<file path="src/rtl/dma_dual_pkg.sv">
package dma_dual_pkg;

  typedef enum logic [1:0] {
    SZ_LONG = 2'd0,
    SZ_BYTE = 2'd1,
    SZ_HALF = 2'd2,
    SZ_LINE = 2'd3
  } xfer_size_e;

  typedef enum logic [1:0] {
    ST_IDLE,
    ST_WAIT,
    ST_READ,
    ST_WRITE
  } chan_state_e;

  localparam logic [2:0] SEL_SRC  = 3'd0;
  localparam logic [2:0] SEL_DST  = 3'd1;
  localparam logic [2:0] SEL_CNT  = 3'd2;
  localparam logic [2:0] SEL_MODE = 3'd3;
  localparam logic [2:0] SEL_CTRL = 3'd4;

  localparam int LINE_BEATS = 4;

  // bytes retired from the count per unit
  function automatic logic [4:0] unit_bytes(xfer_size_e s);
    case (s)
      SZ_BYTE: return 5'd1;
      SZ_HALF: return 5'd2;
      SZ_LINE: return 5'd16;
      default: return 5'd4;
    endcase
  endfunction

  // address advance per single bus access
  function automatic logic [2:0] access_bytes(xfer_size_e s);
    case (s)
      SZ_BYTE: return 3'd1;
      SZ_HALF: return 3'd2;
      default: return 3'd4;
    endcase
  endfunction

endpackage

</file>
<file path="src/rtl/dma_addr_step.sv">
module dma_addr_step
  import dma_dual_pkg::*;
#(
  parameter int AW = 32
) (
  input  logic          clk,
  input  logic          rst,
  input  logic          load,
  input  logic [AW-1:0] load_val,
  input  logic          step,
  input  logic          fixed,
  input  xfer_size_e    size,
  output logic [AW-1:0] addr
);

  always_ff @(posedge clk) begin
    if (rst) begin
      addr <= '0;
    end else if (load) begin
      addr <= load_val;
    end else if (step && !fixed) begin
      addr <= addr + AW'(access_bytes(size));
    end
  end


  fixed_hold_chk: assert property (@(posedge clk) disable iff (rst)
    (fixed && !load) |=> $stable(addr));

endmodule

</file>
<file path="src/rtl/dma_byte_counter.sv">
module dma_byte_counter #(
  parameter int CW    = 24,
  parameter int AMT_W = 5
) (
  input  logic             clk,
  input  logic             rst,
  input  logic             load,
  input  logic [CW-1:0]    load_val,
  input  logic             dec,
  input  logic [AMT_W-1:0] amt,
  output logic [CW-1:0]    count,
  output logic             last
);

  assign last = (count <= CW'(amt));

  always_ff @(posedge clk) begin
    if (rst) begin
      count <= '0;
    end else if (load) begin
      count <= load_val;
    end else if (dec) begin
      count <= last ? '0 : count - CW'(amt);
    end
  end


  count_down_chk: assert property (@(posedge clk) disable iff (rst)
    !load |=> (count <= $past(count)));

endmodule

</file>
<file path="src/rtl/dma_dual_chan.sv">
module dma_dual_chan
  import dma_dual_pkg::*;
#(
  parameter int AW = 32,
  parameter int DW = 32,
  parameter int CW = 24
) (
  input  logic          clk,
  input  logic          rst,
  input  logic          reg_wr,
  input  logic [2:0]    reg_sel,
  input  logic [31:0]   reg_wdata,
  output logic [31:0]   reg_rdata,
  input  logic          dreq,
  output logic          bus_req,
  output logic          bus_we,
  output logic [AW-1:0] bus_addr,
  output logic [1:0]    bus_size,
  output logic [DW-1:0] bus_wdata,
  input  logic [DW-1:0] bus_rdata,
  input  logic          bus_ready,
  output logic          irq
);

  localparam int MODE_W = 9;
  localparam int BEAT_W = $clog2(LINE_BEATS);

  chan_state_e       state_q, state_d;
  logic [BEAT_W-1:0] beat_q;
  logic [DW-1:0]     data_q;
  logic [MODE_W-1:0] mode_q;
  logic done_q, ien_q, err_q, dreq_q, irq_q;

  logic [CW-1:0] count;
  logic          cnt_last;

  logic          side_load  [2];
  logic          side_step  [2];
  logic          side_fixed [2];
  xfer_size_e    side_size  [2];
  logic [AW-1:0] side_addr  [2];

  xfer_size_e src_size, dst_size;
  logic busy, ctrl_wr, stop, start, start_bad;
  logic rd_ack, wr_ack, last_beat, unit_end, steal, steal_go;

  assign src_size = xfer_size_e'(mode_q[2:1]);
  assign dst_size = xfer_size_e'(mode_q[6:5]);
  assign steal    = mode_q[8];

  assign busy      = (state_q != ST_IDLE);
  assign ctrl_wr   = reg_wr && (reg_sel == SEL_CTRL);
  assign stop      = ctrl_wr && !reg_wdata[0] && reg_wdata[1];
  assign start     = ctrl_wr && reg_wdata[0] && !busy && (count != '0);
  assign start_bad = ctrl_wr && reg_wdata[0] && !busy && (count == '0);
  assign rd_ack    = (state_q == ST_READ) && bus_ready;
  assign wr_ack    = (state_q == ST_WRITE) && bus_ready;
  assign last_beat = (src_size != SZ_LINE) || (beat_q == BEAT_W'(LINE_BEATS - 1));
  assign unit_end  = wr_ack && last_beat;
  assign steal_go  = dreq && !dreq_q;

  // source side index 0, destination side index 1
  assign side_load[0]  = reg_wr && (reg_sel == SEL_SRC) && !busy;
  assign side_load[1]  = reg_wr && (reg_sel == SEL_DST) && !busy;
  assign side_step[0]  = rd_ack;
  assign side_step[1]  = wr_ack;
  assign side_fixed[0] = mode_q[0];
  assign side_fixed[1] = mode_q[4];
  assign side_size[0]  = src_size;
  assign side_size[1]  = dst_size;

  for (genvar g = 0; g < 2; g++) begin : g_side
    dma_addr_step #(.AW(AW)) u_step (
      .clk      (clk),
      .rst      (rst),
      .load     (side_load[g]),
      .load_val (reg_wdata[AW-1:0]),
      .step     (side_step[g]),
      .fixed    (side_fixed[g]),
      .size     (side_size[g]),
      .addr     (side_addr[g])
    );
  end

  dma_byte_counter #(.CW(CW), .AMT_W(5)) u_count (
    .clk      (clk),
    .rst      (rst),
    .load     (reg_wr && (reg_sel == SEL_CNT) && !busy),
    .load_val (reg_wdata[CW-1:0]),
    .dec      (unit_end),
    .amt      (unit_bytes(src_size)),
    .count    (count),
    .last     (cnt_last)
  );

  always_comb begin
    state_d = state_q;
    case (state_q)
      ST_IDLE:  if (start) state_d = steal ? ST_WAIT : ST_READ;
      ST_WAIT:  if (steal_go) state_d = ST_READ;
      ST_READ:  if (rd_ack) state_d = ST_WRITE;
      ST_WRITE: if (wr_ack) begin
        if (!last_beat)    state_d = ST_READ;
        else if (cnt_last) state_d = ST_IDLE;
        else               state_d = steal ? ST_WAIT : ST_READ;
      end
      default:  state_d = ST_IDLE;
    endcase
    if (stop) state_d = ST_IDLE;
  end

  always_ff @(posedge clk) begin
    if (rst) begin
      state_q <= ST_IDLE;
      beat_q  <= '0;
      data_q  <= '0;
      mode_q  <= '0;
      done_q  <= 1'b0;
      ien_q   <= 1'b0;
      err_q   <= 1'b0;
      dreq_q  <= 1'b0;
      irq_q   <= 1'b0;
    end else begin
      state_q <= state_d;
      dreq_q  <= dreq;
      irq_q   <= done_q && ien_q;
      if (rd_ack) data_q <= bus_rdata;
      if (start || unit_end) beat_q <= '0;
      else if (wr_ack)       beat_q <= beat_q + 1'b1;
      if (reg_wr && (reg_sel == SEL_MODE) && !busy) mode_q <= reg_wdata[MODE_W-1:0];
      if (ctrl_wr) ien_q <= reg_wdata[2];
      if (start_bad) err_q <= 1'b1;
      else if (stop) err_q <= 1'b0;
      if (unit_end && cnt_last)          done_q <= 1'b1;
      else if (start)                    done_q <= 1'b0;
      else if (ctrl_wr && reg_wdata[3])  done_q <= 1'b0;
    end
  end

  always_ff @(posedge clk) begin
    if (rst) begin
      reg_rdata <= '0;
    end else begin
      case (reg_sel)
        SEL_SRC:  reg_rdata <= 32'(side_addr[0]);
        SEL_DST:  reg_rdata <= 32'(side_addr[1]);
        SEL_CNT:  reg_rdata <= 32'(count);
        SEL_MODE: reg_rdata <= 32'(mode_q);
        SEL_CTRL: reg_rdata <= {26'd0, err_q, 1'b0, done_q, ien_q, 1'b0, busy};
        default:  reg_rdata <= '0;
      endcase
    end
  end

  assign bus_req   = (state_q == ST_READ) || (state_q == ST_WRITE);
  assign bus_we    = (state_q == ST_WRITE);
  assign bus_addr  = bus_we ? side_addr[1] : side_addr[0];
  assign bus_size  = bus_we ? ((dst_size == SZ_LINE) ? SZ_LONG : dst_size)
                            : ((src_size == SZ_LINE) ? SZ_LONG : src_size);
  assign bus_wdata = data_q;
  assign irq       = irq_q;


  stall_hold_chk: assert property (@(posedge clk) disable iff (rst)
    (bus_req && !bus_ready && !stop) |=> (bus_req && $stable(bus_addr) &&
      $stable(bus_we) && $stable(bus_size) && $stable(bus_wdata)));


  read_first_chk: assert property (@(posedge clk) disable iff (rst)
    $rose(bus_we) |-> $past(bus_req && !bus_we && bus_ready));


  done_zero_chk: assert property (@(posedge clk) disable iff (rst)
    $rose(done_q) |-> (count == '0));


  start_cause_chk: assert property (@(posedge clk) disable iff (rst)
    $rose(busy) |-> $past(ctrl_wr && reg_wdata[0]));

endmodule

</file>
<file path="config.mk">
export PLATFORM = sky130hd
export DESIGN_NAME = dma_dual_chan
export DESIGN_NICKNAME = d
export VERILOG_FILES = /design/src/rtl/dma_dual_pkg.sv /design/src/rtl/dma_addr_step.sv /design/src/rtl/dma_byte_counter.sv /design/src/rtl/dma_dual_chan.sv
export SDC_FILE = /design/constraint.sdc
export NUM_CORES = 1
export LEC_CHECK = 0
export ABC_AREA = 1
export BUFFER_PORTS_ARGS = -buffer_cell sky130_fd_sc_hd__buf_2
export CAP_MARGIN = 5
export CORE_MARGIN = 4
export CORE_UTILIZATION = 40
export DETAILED_ROUTE_END_ITERATION = 7
export GPL_TIMING_DRIVEN = 0
export PLACE_DENSITY_LB_ADDON = 0.25
export SYNTH_ARGS = -nofsm -noshare
export SYNTH_HDL_FRONTEND = slang
export SYNTH_HIERARCHICAL = 1
export SYNTH_SLANG_ARGS = --single-unit
</file>
<file path="constraint.sdc">
create_clock -name clk -period 2.3 [get_ports clk]
set_input_delay 0 -clock clk [delete_from_list [all_inputs] [get_ports clk]]
set_output_delay 0 -clock clk [all_outputs]
set_load 0.01 [all_outputs]
</file>
==> metrics.txt <==
DIE AREA=0.0292 mm^2; First DRT Iteration DRCs=1,273; Netlist Area Pre-Place=0.0106 mm^2; Post-route DRC=0; Core ar.=0.0261 mm^2; Root Driver=clkbuf_16; clk_lat worst skew=450 ps; beginning of the critical path=mode_q[1]; remaining antenna violation count=0; Fin. Hold Viols=0; I/O pins=173; Vias per Instance=5.33; Synth area leader=dfxtp_1; post-synthesis adder-cell area fraction=2.45%; RSZ-0062 raised after global routing=yes; pin count of the biggest net entering global routing=22; Final Skew=19.3 ps; syn_nets=1,792; Critical Path RT=2660 ps; number of port buffers=172; placed insts=2,208; status=finished, final reports clean; Final period util=96.9%; Seq cells post-synth=170; Nets=2,061; crit-path most repeated cell=nand2_4; multiplexer share of the synthesized area=0%; highest clock rate=0.449 GHz; worst-path cell chain=buf_4, nor2_1, inv_1, ha_4, nand3_4, nand3_4, nand2_4, nand2_4, nand2_4, a21oi_4, buf_6, nand3_2, a21oi_1; final wirelength=41.8 mm; Worst path max stage delay=380 ps; VDD IR max=0.484 mV; antenna diode count=0; Synth Area in Compound Gates=16.8%; Fin Setup TNS=0 ps; CTS sink count=170; CP max FO=10; count of cell types in the netlist=44; synthesized area per cell=6.25 um^2; GR Util All Layers=27.7%; initial antenna violation count=0; Critical Path Start Type=flip-flop; P per Cell Area=568 mW/mm^2; synth warn=6; reg2reg start=mode_q[1]; hold_sp=reg_wdata[16]; WL/cell=18.0 um; routability cong.=1.00; share of post-route cells with drive strength above 1=18.5%; Slew headroom=45.2%; cells after synthesis=1,701; TritonRoute pass-1 iters=6; area delta synth->final=27.2%; Seq/Total Area, Yosys=32.0%; Setup Crit Path Kind=flip-flop to flip-flop; fin crit period=2230 ps; Leak=5.78 nW; CTS tree=built; Die X=171 um; Non-Filler Instances=2,318; Site Rows=59; Slowest cell on crit path=dfxtp_4; Starting Density=40.7%; Die H=171 um; largest family of logic cells by synthesized area=simple AND/OR/NAND/NOR gates; worst slew pin tran=822 ps; first-pass GRT wire length=63.4 mm; clock buffer depth=2; Max Slew Vio Count=0; Finish-stage setup viols=0; HP Class=input port to flip-flop; top cell type's share of synthesized area=32.0%; fill cell count=2,679; vias in the first global route=11,308; Simple-Gate Fraction of Synth Area=36.4%; H-tree depth=4; worst path buffer plus inverter count=3; xor and xnor area share after synthesis=1.73%; hpwl dp=31.8 mm; Via Count=12,358; reg2reg setup slack=70 ps; max_cap viols=0; CP Capture Type=flip-flop; CP delay by family, top=simple AND/OR/NAND/NOR gates; GRT overflow=0; Num CTS Buffers=17; top post-synthesis cells by area=dfxtp_1, nand2_1, nor2_1; arrival time at the worst endpoint=2590 ps; Clock transition at path regs=80 ps
==> tightest hold or removal path, cell delays in order <==
cell and delay (ps):
buf_2 170, a22oi_1 130, a21oi_2 140
==> layout make-up <==
type,instances,area (um^2),share of cell area (%)
Multi-Input combinational cell,1250,6290,46.5
Sequential cell,170,3420,25.3
Timing Repair Buffer,250,1610,11.9
Inverter,219,822,6.08
Clock buffer,17,425,3.15
Tap cell,335,419,3.10
Buffer,62,319,2.36
Clock inverter,15,206,1.53
==> metrics by stage <==
step	total power, W	setup WS [ps]	utilization [%]	instance area (um^2)	hold slack [ps]
2_1_floorplan	0.00399	147	-	10600	69.1
3_3_place_gp	0.00443	-338	45.6	11900	218
3_5_place_dp	0.00444	-353	45.6	11900	221
4_1_cts	0.00762	-15.3	50.9	13300	13.0
5_1_grt	0.00796	-27.6	51.7	13500	16.9
6_report	0.00768	72.1	51.7	13500	25.0
==> kinds of logic after synthesis <==
| kind of cell | after synthesis |
|---|---|
| other | 1 |
| xor gates and xnor gates | 21 |
| AOI/OAI and AO/OA | 310 |
| and+or+nand+nor | 899 |
| DFF | 170 |
| adders and majority gates | 19 |
| buffers and inverters | 281 |
==> routing by layer <==
layer / up-vias / wire [um] / track usage, %
met5: - / 0 / 0
met4: 0 / 1310 / 9.58
met3: 78 / 3610 / 4.81
met2: 601 / 18600 / 44.1
met1: 5705 / 18300 / 38.1
li1: 5974 / - / -
==> Yosys cell counts (all sizes together) <==
| library cell | count |
|---|---|
| fa | 3 |
| o211ai | 14 |
| buf | 29 |
| inv | 219 |
| and2 | 3 |
| a211oi | 3 |
| o32ai | 1 |
| o21bai | 5 |
| o31ai | 2 |
| o21ai | 125 |
| xnor2 | 6 |
| clkbuf | 33 |
| a31oi | 20 |
| a22oi | 23 |
| xor2 | 15 |
| ha | 16 |
| a22o | 8 |
| nand4 | 12 |
| dfxtp | 170 |
| or2 | 7 |
| a21oi | 102 |
| nor2 | 271 |
| nor3 | 7 |
| nand2 | 487 |
| nand3b | 1 |
| o22ai | 5 |
| a311oi | 2 |
| conb | 1 |
| nand3 | 111 |
==> report_power, final <==
part           switching (W)  internal [W]  total [W]
Clock                0.00158       0.00152    0.00310
Sequential          0.000136       0.00303    0.00317
Combinational       0.000889      0.000520    0.00141
Total                0.00261       0.00507    0.00768
==> flip-flops by register name (all words and copies together), names as in the netlist <==
signal	cells
beat_q	2
bus_wdata	32
done_q	1
dreq_q	1
err_q	1
g_side.u_step/addr	64
ien_q	1
irq	1
mode_q	9
reg_rdata	32
state_q	2
u_count/count	24
==> cell usage in the layout (no fill, tap or decap), drive strengths merged <==
cell type	instances
a211oi	3
a21oi	102
a22o	8
a22oi	23
a311oi	2
a31oi	20
and2	3
buf	211
clkbuf	51
clkinv	6
conb	1
dfxtp	170
dlygate4sd3	67
fa	3
ha	16
inv	228
nand2	487
nand3	111
nand3b	1
nand4	12
nor2	271
nor3	7
o211ai	14
o21ai	125
o21bai	5
o22ai	5
o31ai	2
o32ai	1
or2	7
xnor2	6
xor2	15
==> timing repair <==
| action | 4_1_cts | 5_1_grt |
|---|---|---|
| setup endpoints to repair | 80 | 80 |
| hold buffers | 67 | 0 |
| pin swaps | 1 | 11 |
| gates cloned | 0 | 1 |
| setup buffers | 1 | 9 |
| resized for setup | 25 | 48 |
| endpoints found under the hold margin | 101 | 0 |
==> worst paths after layout <==
| path | cells past startpoint | endpoint |
|---|---|---|
| min | 3 | u_count/count[16] |
| min reg2reg | 2 | mode_q[7] |
| max reg2reg | 13 | u_count/count[20] |
| max | 13 | u_count/count[20] |
No activity file was read; power rests on OpenSTA's default activity.
